### src/rtl/bank_unlock_pkg.sv
package bank_unlock_pkg;
  localparam int unsigned STEPS    = 16;
  localparam int unsigned WORD_W   = 4;
  localparam int unsigned TAIL_LEN = 5;
  localparam int unsigned CODE_W   = TAIL_LEN;
  localparam int unsigned BANK_W   = CODE_W - 1;
  localparam int unsigned STEP_W   = $clog2(STEPS);
  localparam int unsigned TAIL_FIRST = STEPS - TAIL_LEN;

  typedef logic [STEP_W-1:0] step_t;
  typedef logic [CODE_W-1:0] code_t;
  typedef logic [BANK_W-1:0] bank_t;
endpackage

### src/rtl/bu_step_matcher.sv
module bu_step_matcher
  import bank_unlock_pkg::*;
#(
  parameter logic [STEPS*WORD_W-1:0] KEY_WORDS = 64'hA6C4_2817_E096_C3A5
) (
  input  logic              clk,
  input  logic              rst,
  input  logic              rd_strobe,
  input  logic              wr_strobe,
  input  logic [WORD_W-1:0] pat_addr,
  output logic              seq_done,
  output code_t             seq_code
);
  localparam step_t LAST_STEP = step_t'(STEPS - 1);
  localparam step_t TAIL_STEP = step_t'(TAIL_FIRST);
  localparam logic [WORD_W-1:0] ARM_WORD = '1;

  step_t                   step_q;
  logic                    armed_q;
  logic [CODE_W-2:0]       code_q;
  logic [WORD_W-1:0]       expect_w;
  logic [WORD_W-1:0]       cmp_mask;
  logic                    in_tail;
  logic                    hit;
  logic                    rd_ev;

  assign rd_ev    = rd_strobe && !wr_strobe;
  assign expect_w = KEY_WORDS[{step_q, 2'b00} +: WORD_W];
  assign in_tail  = (step_q >= TAIL_STEP);
  assign cmp_mask = in_tail ? {{(WORD_W-1){1'b1}}, 1'b0} : '1;
  assign hit      = armed_q && (((pat_addr ^ expect_w) & cmp_mask) == '0);

  always_ff @(posedge clk) begin
    if (rst) begin
      step_q  <= '0;
      armed_q <= 1'b0;
      code_q  <= '0;
    end else if (rd_ev) begin
      if (hit) begin
        if (step_q == LAST_STEP) begin
          step_q  <= '0;
          armed_q <= 1'b0;
        end else begin
          step_q <= step_q + step_t'(1);
        end
        if (in_tail) begin
          code_q <= {code_q[CODE_W-3:0], pat_addr[0]};
        end
      end else if (pat_addr == ARM_WORD) begin
        step_q  <= '0;
        armed_q <= 1'b1;
      end else begin
        step_q  <= '0;
        armed_q <= 1'b0;
      end
    end
  end

  assign seq_done = rd_ev && hit && (step_q == LAST_STEP);
  assign seq_code = {code_q, pat_addr[0]};
endmodule

### src/rtl/bu_bank_decoder.sv
module bu_bank_decoder
  import bank_unlock_pkg::*;
#(
  parameter int unsigned NUM_BANKS = 12,
  parameter code_t       CODE_MASK = 5'b10110
) (
  input  code_t                code_in,
  output logic [NUM_BANKS-1:0] onehot,
  output bank_t                idx,
  output logic                 valid
);
  code_t d;
  logic  off;

  assign d   = code_in ^ CODE_MASK;
  assign off = d[CODE_W-1];

  for (genvar b = 0; b < NUM_BANKS; b++) begin : g_bank
    assign onehot[b] = !off && (d[BANK_W-1:0] == bank_t'(b));
  end

  assign valid = |onehot;
  assign idx   = valid ? d[BANK_W-1:0] : '0;
endmodule

### src/rtl/bu_sel_reg.sv
module bu_sel_reg
  import bank_unlock_pkg::*;
#(
  parameter int unsigned NUM_BANKS = 12
) (
  input  logic                 clk,
  input  logic                 rst,
  input  logic                 load,
  input  logic [NUM_BANKS-1:0] onehot_in,
  input  bank_t                idx_in,
  input  logic                 valid_in,
  output logic [NUM_BANKS-1:0] onehot_q,
  output bank_t                idx_q,
  output logic                 active_q
);
  always_ff @(posedge clk) begin
    if (rst) begin
      onehot_q <= '0;
      idx_q    <= '0;
      active_q <= 1'b0;
    end else if (load) begin
      onehot_q <= onehot_in;
      idx_q    <= idx_in;
      active_q <= valid_in;
    end
  end
endmodule

### src/rtl/bank_unlock_ctrl.sv
module bank_unlock_ctrl
  import bank_unlock_pkg::*;
#(
  parameter int unsigned               NUM_BANKS = 12,
  parameter logic [STEPS*WORD_W-1:0]   KEY_WORDS = 64'hA6C4_2817_E096_C3A5,
  parameter logic [CODE_W-1:0]         CODE_MASK = 5'b10110
) (
  input  logic                 clk,
  input  logic                 rst,
  input  logic                 rd_strobe,
  input  logic                 wr_strobe,
  input  logic [WORD_W-1:0]    pat_addr,
  output logic [NUM_BANKS-1:0] bank_onehot,
  output logic [BANK_W-1:0]    bank_idx,
  output logic                 bank_active
);
  logic                 done;
  code_t                code;
  logic [NUM_BANKS-1:0] dec_onehot;
  bank_t                dec_idx;
  logic                 dec_valid;

  bu_step_matcher #(.KEY_WORDS(KEY_WORDS)) u_match (
    .clk(clk), .rst(rst), .rd_strobe(rd_strobe), .wr_strobe(wr_strobe),
    .pat_addr(pat_addr), .seq_done(done), .seq_code(code)
  );

  bu_bank_decoder #(.NUM_BANKS(NUM_BANKS), .CODE_MASK(CODE_MASK)) u_dec (
    .code_in(code), .onehot(dec_onehot), .idx(dec_idx), .valid(dec_valid)
  );

  bu_sel_reg #(.NUM_BANKS(NUM_BANKS)) u_sel (
    .clk(clk), .rst(rst), .load(done), .onehot_in(dec_onehot),
    .idx_in(dec_idx), .valid_in(dec_valid), .onehot_q(bank_onehot),
    .idx_q(bank_idx), .active_q(bank_active)
  );
endmodule

### config.mk
export PLATFORM = sky130hd
export DESIGN_NAME = bank_unlock_ctrl
export DESIGN_NICKNAME = d
export VERILOG_FILES = /design/src/rtl/bank_unlock_pkg.sv /design/src/rtl/bu_step_matcher.sv /design/src/rtl/bu_bank_decoder.sv /design/src/rtl/bu_sel_reg.sv /design/src/rtl/bank_unlock_ctrl.sv
export SDC_FILE = /design/constraint.sdc
export NUM_CORES = 1
export LEC_CHECK = 0
export CAP_MARGIN = 0
export CORE_MARGIN = 2
export CORE_UTILIZATION = 28
export CTS_CLUSTER_SIZE = 25
export DETAILED_ROUTE_END_ITERATION = 16
export DONT_BUFFER_PORTS = 1
export HOLD_SLACK_MARGIN = 0.12
export SYNTH_ARGS = -nofsm -noshare
export SYNTH_HDL_FRONTEND = slang
export SYNTH_HIERARCHICAL = 1
export SYNTH_SLANG_ARGS = --single-unit
### constraint.sdc
create_clock -name clk -period 3 [get_ports clk]
set_input_delay 0.6 -clock clk [delete_from_list [all_inputs] [get_ports clk]]
set_output_delay 0.6 -clock clk [all_outputs]
set_load 0.1 [all_outputs]
== Yosys cells after proc, flatten, opt, wreduce, memory -nomap -nowiden ==
Index checks and enable logic that the tools add are counted.

* Flip-flop bits (word level): 26
* Bits of input ports: 8
* Output and inout port bits: 17

* Magnitude comparators: 1
* Mux-type cells: 7
* Equal/unequal tests: 14
* Add/sub/neg operators: 1
* Reductions and logical operators: 23
* Bitwise gates (word level): 3
* Shift-type cells: 1

{| class="wikitable"
|+ Operators by type and width
! cell !! number
|-
| $shiftx A64 B7 Y4 const A || 1
|-
| $eq A4 B4 Y1 const B || 6
|-
| $eq A4 B3 Y1 const B || 4
|-
| $logic_and A1 B1 Y1 || 16
|-
| $mux W4 || 3
|-
| $reduce_or A12 Y1 || 1
|-
| $eq A4 B2 Y1 const B || 2
|-
| $logic_not A4 Y1 || 2
|-
| $add A4 B1 Y4 const B || 1
|-
| $and A4 B4 Y4 || 1
|-
| $eq A4 B1 Y1 const B || 1
|-
| $ge A4 B4 Y1 const B || 1
|-
| $mux W1 || 4
|-
| $xor A4 B4 Y4 || 1
|-
| $not A3 Y3 || 1
|-
| $reduce_and A3 Y1 || 1
|-
| $logic_not A1 Y1 || 2
|-
| $ne A2 B2 Y1 const B || 1
|-
| $reduce_and A2 Y1 || 1
|}

== Depth between registers and ports, before layout ==
* Depth after elaboration: 7
* Mapped depth: 11
* Mapped depth without buffers: 9

== Modules after synthesis ==
The synthesis kept the hierarchy.

{| class="wikitable"
|+ By module, submodules not included
! module !! instances !! cells an instance !! area each (um^2)
|-
| bu_step_matcher || 1 || 87 || 700.7
|-
| bu_sel_reg || 1 || 55 || 614.3
|-
| bu_bank_decoder || 1 || 24 || 132.6
|}

== Worst setup path before layout ==
No wires, ideal clock.

* Kind: register to register
* From: register u_match.step_q[0]
* To: register u_sel.onehot_q[0]
* Required time: 2.882 ns
* Path buffers: 2
* Setup time: 0.118 ns
* Period minus slack after synthesis: 2.459 ns
* Cell stages (with the launch flop): 12
* Arrival time: 2.341 ns
* Path slack: 0.541 ns
* Cell sequence: dfxtp_1 inv_1 ha_1 nor2b_1 a31oi_1 xnor2_1 nand4_1 nor4_1 buf_6 buf_12 mux2i_1 nor2_1

* Word-level cells in the longest chain between the ends: 7

{| class="wikitable"
|+ Ends and longest elaborated chain
! element !! RTL line !! text
|-
| from (decl) || bu_step_matcher.sv:18 || <nowiki>step_t step_q;</nowiki>
|-
| from (signal assigned) || bu_step_matcher.sv:44 || <nowiki>step_q <= step_q + step_t'(1);</nowiki>
|-
| $shiftx A64 B7 Y4 / $ge A4 B4 Y1 (equally long branches) || bu_step_matcher.sv:28, bu_step_matcher.sv:29 ||
|-
| $xor A4 B4 Y4 / $mux W1 (equally long branches) || bu_step_matcher.sv:31, bu_step_matcher.sv:30 ||
|-
| $and A4 B4 Y4 || bu_step_matcher.sv:31 || <nowiki>assign hit = armed_q && (((pat_addr ^ expect_w) & cmp_mask) == '0);</nowiki>
|-
| $logic_not A4 Y1 || bu_step_matcher.sv:31 ||
|-
| $logic_and A1 B1 Y1 || bu_step_matcher.sv:31 ||
|-
| $logic_and A1 B1 Y1 || bu_step_matcher.sv:59 || <nowiki>assign seq_done = rd_ev && hit && (step_q == LAST_STEP);</nowiki>
|-
| $logic_and A1 B1 Y1 (*) || bu_step_matcher.sv:59 ||
|-
| via done || bank_unlock_ctrl.sv:17 || <nowiki>logic done;</nowiki>
|-
| to (signal assigned) || bu_sel_reg.sv:22 || <nowiki>onehot_q <= onehot_in;</nowiki>
|-
| to (decl) || bu_sel_reg.sv:12 || <nowiki>output logic [NUM_BANKS-1:0] onehot_q,</nowiki>
|}

Mark *: on every way through the listed nets, which the timed path passes. The rest lies on a longest branch.
A chain may end at the register's enable or synchronous reset.

== Worst setup path after layout ==
* From: register u_match.step_q[0]
* To: register u_sel.idx_q[0]

* Word-level cells in the longest chain between the ends: 7

{| class="wikitable"
|+ Ends and longest elaborated chain
! element !! RTL line !! text
|-
| $shiftx A64 B7 Y4 / $ge A4 B4 Y1 (equally long branches) || bu_step_matcher.sv:28, bu_step_matcher.sv:29 ||
|-
| $xor A4 B4 Y4 / $mux W1 (equally long branches) || bu_step_matcher.sv:31, bu_step_matcher.sv:30 ||
|-
| $and A4 B4 Y4 || bu_step_matcher.sv:31 ||
|-
| $logic_not A4 Y1 || bu_step_matcher.sv:31 ||
|-
| $logic_and A1 B1 Y1 || bu_step_matcher.sv:31 ||
|-
| $logic_and A1 B1 Y1 || bu_step_matcher.sv:59 ||
|-
| $logic_and A1 B1 Y1 (*) || bu_step_matcher.sv:59 ||
|-
| via done || bank_unlock_ctrl.sv:17 ||
|-
| to (signal assigned) || bu_sel_reg.sv:23 || <nowiki>idx_q <= idx_in;</nowiki>
|-
| to (decl) || bu_sel_reg.sv:13 || <nowiki>output bank_t idx_q,</nowiki>
|}

Marks and branches as above.

==> summary.md <==
| Metric | Value |
|---|---|
| Number of synthesized flops with an enable pin | 0 |
| Wire length of the first global-routing pass | approximately 4700 um |
| Maximum vdd drop | roughly 0.00017 V |
| Maximum level of the CTS H-tree | 1 |
| Diodes inserted | 0 |
| R2r worst-path depth | 10 |
| Cell-by-cell listing of the critical path | inv_1, ha_1, nor2b_1, a31oi_1, xnor2_1, nand4_1, nor4_2, buf_4, mux2i_1, nor2_1 |
| Die area | about 0.0058 sq mm |
| Outcome | complete, no violations |
| Worst Hold Class | primary input to flip-flop |
| Number of antenna violations at the first check in global routing | 0 |
| Fraction of final layout cells sized beyond drive strength 1 | ~12% |
| Max Clock Freq | 0.3706 GHz |
| Mux share of post-synthesis cell area | between 10% and 20% |
| Leakage power total | 0.0005216 uW |
| Final clock period utilization by the worst path | roughly nine tenths |
| Horizontal die dimension | about 76 um |
| Total overflow reported by the global router | 0 |
| GPL Wtd Cong | between 0.8 and 0.9 |
| Count of standard-cell rows | 26 |
| Share of the synthesized area in compound gates (AO/OA/AOI/OAI) | 10.03% |
| Synth Instances | between 150 and 200 |
| Worst slew pin tran | around 1000 ps |
| XOR/XNOR Fraction of Synth Area | approximately 1.2% |
| Global routing usage summed across all routing layers | 9.920% |
| WS Path Type | flip-flop to flip-flop |
| Post-CTS setup repair buffer count | 0 |
| Starting utilization of the core area | 28.71% |
| Final ANT Viol Nets | 0 |
| Synth Net Count | about 180 |
| Area growth from synthesis to layout | 7.693% |
| Setup Total Neg Slack | 0 ps |
| Filler-free cell count of the finished design | between 200 and 250 |
| Number of buffers inserted by hold repair at cts | 0 |
| Combinational family with the most area after synthesis | simple AND/OR/NAND/NOR gates |
| Total stage count of the critical path | 10 |
| Most used DFF post-synth | sky130_fd_sc_hd__dfxtp_1 |
| Final worst clock skew | just under 7 ps |
| Cell Count Post-Placement | ~230 |
| I/O pin cnt | 25 |
| Crit Path Max Fanout | 17 |
| Vias/cell | ~4.6 |
| Post-Syn Area | around 0.0014 sq mm |
| Worst endpoint data arrival time | 2860 ps |
| Fill cells | between 500 and 600 |
| Floorplan die height | roughly 76 um |
| Adder-cell share of the synthesized area | ~3.5% |
| Clock Tree Buf Depth | 2 |
| Number of cells on the worst hold path | 1 |
| Overall power | between 600 and 700 uW |
| Setup violation total in the final timing report | 0 |
| Required time reported for the critical path endpoint | roughly 3200 ps |
| CTS root buffer | sky130_fd_sc_hd__clkbuf_8 |
| Number of buffers added by the clock tree synthesis step | 3 |
| Critical Path Sink Type | flip-flop |
| Worst relative slew slack | between 30% and 40% |
| Synthesized area per cell | roughly 8.7 sq um |
| Maximum number of pins on one net before global-route repair | 29 |
| Crit start category | flip-flop |
| Detailed-router iteration count before antenna repair | 4 |
| Resized Gates After CTS | 0 |
| Synth Warn # | 6 |
| Number of maximum-capacitance constraint violations | 0 |
| Wirelength per Cell | about 12 um |
| Detailed Route WL | 2777 um |
| Worst path bufs/invs | 2 |
| Unrepaired setup endpoints after global routing | false |
| Clock insertion delay at the later pin of the skew report | approximately 270 ps |
| Post-synthesis register bit count | 26 |
| Largest stage delay on the critical path | roughly 450 ps |
| Total via count after detailed routing | 1,079 |
| Simple logic cell fraction of the synthesized area | between 20% and 30% |
| Number of I/O port buffers | 0 |
| Vias in the first global route | between 900 and 1,000 |
| Clock transition at the registers of the reported paths | about 90 ps |
| Category of cells accounting for the largest share of critical-path delay | simple AND/OR/NAND/NOR gates |
| Sequential fraction of the synthesis area | a little over a third |
| Power density relative to cell area | 411.2 mW/mm^2 |
| Detailed-route DRC error count | 0 |
| Core Box Area | about 0.0050 sq mm |
| Slew Limit Fails | 0 |
| Post-DP HPWL | slightly above 2000 um |
| Fraction of synthesis flops using an asynchronous set or reset pin | 0% |
| Most common cell after layout, fill and taps aside | sky130_fd_sc_hd__nor2_1 |
| Top library cells by usage in the layout, fill and taps aside | 29 x sky130_fd_sc_hd__nor2_1, 26 x sky130_fd_sc_hd__dfxtp_1, 20 x sky130_fd_sc_hd__mux2i_1, 9 x sky130_fd_sc_hd__nand2b_1 |
| Min Tclk post-route | 2698 ps |
| Iter 0 DRT Violations | 46 |
| Fin. Hold Viols | 0 |
| Count of different cell masters after synthesis | 40 |
| CP max-delay cell | sky130_fd_sc_hd__dfxtp_1 |
| TritonCTS clock tree | done |
| Number of nets in the layout | approximately 180 |
| Sink Count | 26 |
synth_stat cells (all sizes together) (5+ instances only):
cell / number / share of area, %
dfxtp: 26 / 36
mux2i: 20 / 14
nand2b: 9 / 3.9
nor2: 29 / 7.5
nand2: 7 / 2.0
buf: 7 / 4.5
nor3: 5 / 2.4
a21oi: 5 / 1.7
nand3: 7 / 2.4
o21ai: 8 / 2.8
inv: 5 / 1.3
area by class of cell:
type / count / area, sq um / area share, %
Clock buffer: 3 / 41.29 / 2.648
Inverter: 5 / 18.77 / 1.204
Tap cell: 70 / 87.58 / 5.618
Multi-Input combinational cell: 125 / 838.3 / 53.77
Timing Repair Buffer: 3 / 22.52 / 1.445
Clock inverter: 1 / 30.03 / 1.926
Sequential cell: 26 / 520.5 / 33.39
through the flow:
step                instance area (sq um)  hold WS, ps  setup WS, ps  util, %
finish                               1559        390.4         301.6    30.92
global route                         1559        368.6         47.84    30.92
CTS                                  1559        376.4         300.0    30.92
detailed placement                   1488        518.8         311.7    29.50
global placement                     1488        497.7         379.9    29.50
floorplan                            1448        471.3         541.2        -
sequential cells by signal, indices dropped and copies added (netlist names):
register	flops
u_sel/onehot_q	12
u_match/code_q	4
u_match/step_q	4
u_sel/idx_q	4
u_match/armed_q	1
u_sel/active_q	1
worst register-to-register path: cells and delay by family (launching register included):
family / cells / cell delay, ps
AOI/OAI and AO/OA: 1 / 170
DFF: 1 / 450
xor gates and xnor gates: 1 / 150
adders and majority gates: 1 / 360
muxes: 1 / 250
and+or+nand+nor: 4 / 780
buffers and inverters: 2 / 430
cells by family after synthesis:
family                     count (synthesis)
AOI/OAI and AO/OA                         21
xor gates and xnor gates                   2
adders and majority gates                  4
buffers and inverters                     15
DFF                                       26
muxes                                     20
and+or+nand+nor                           78
where the power goes:
group	internal [uW]	total, uW	switching, uW	leakage [uW]
Clock	178	286	107	0.0000357
Sequential	345	345	0.140	0.000209
Combinational	4.25	10.4	6.19	0.000277
Total	528	641	114	0.000522
worst paths after layout:
path / start / to / slack (ps)
setup / recovery: u_match/step_q[0] / u_sel/idx_q[0] / 300
hold / removal: rst / u_match/step_q[3] / 390
setup reg to reg: u_match/step_q[0] / u_sel/idx_q[0] / 300
hold reg to reg: u_match/armed_q / u_match/armed_q / 520
metal layers:
| metal | routed length [um] | global-route usage [%] | up-vias |
|---|---|---|---|
| met5 | 0 | 0 | - |
| met4 | 0 | 1.091 | 0 |
| met3 | 137 | 3.810 | 0 |
| met2 | 1232 | 15.80 | 20 |
| met1 | 1408 | 13.22 | 493 |
| li1 | - | - | 566 |
Note: power is estimated with default switching activity, not from simulation.
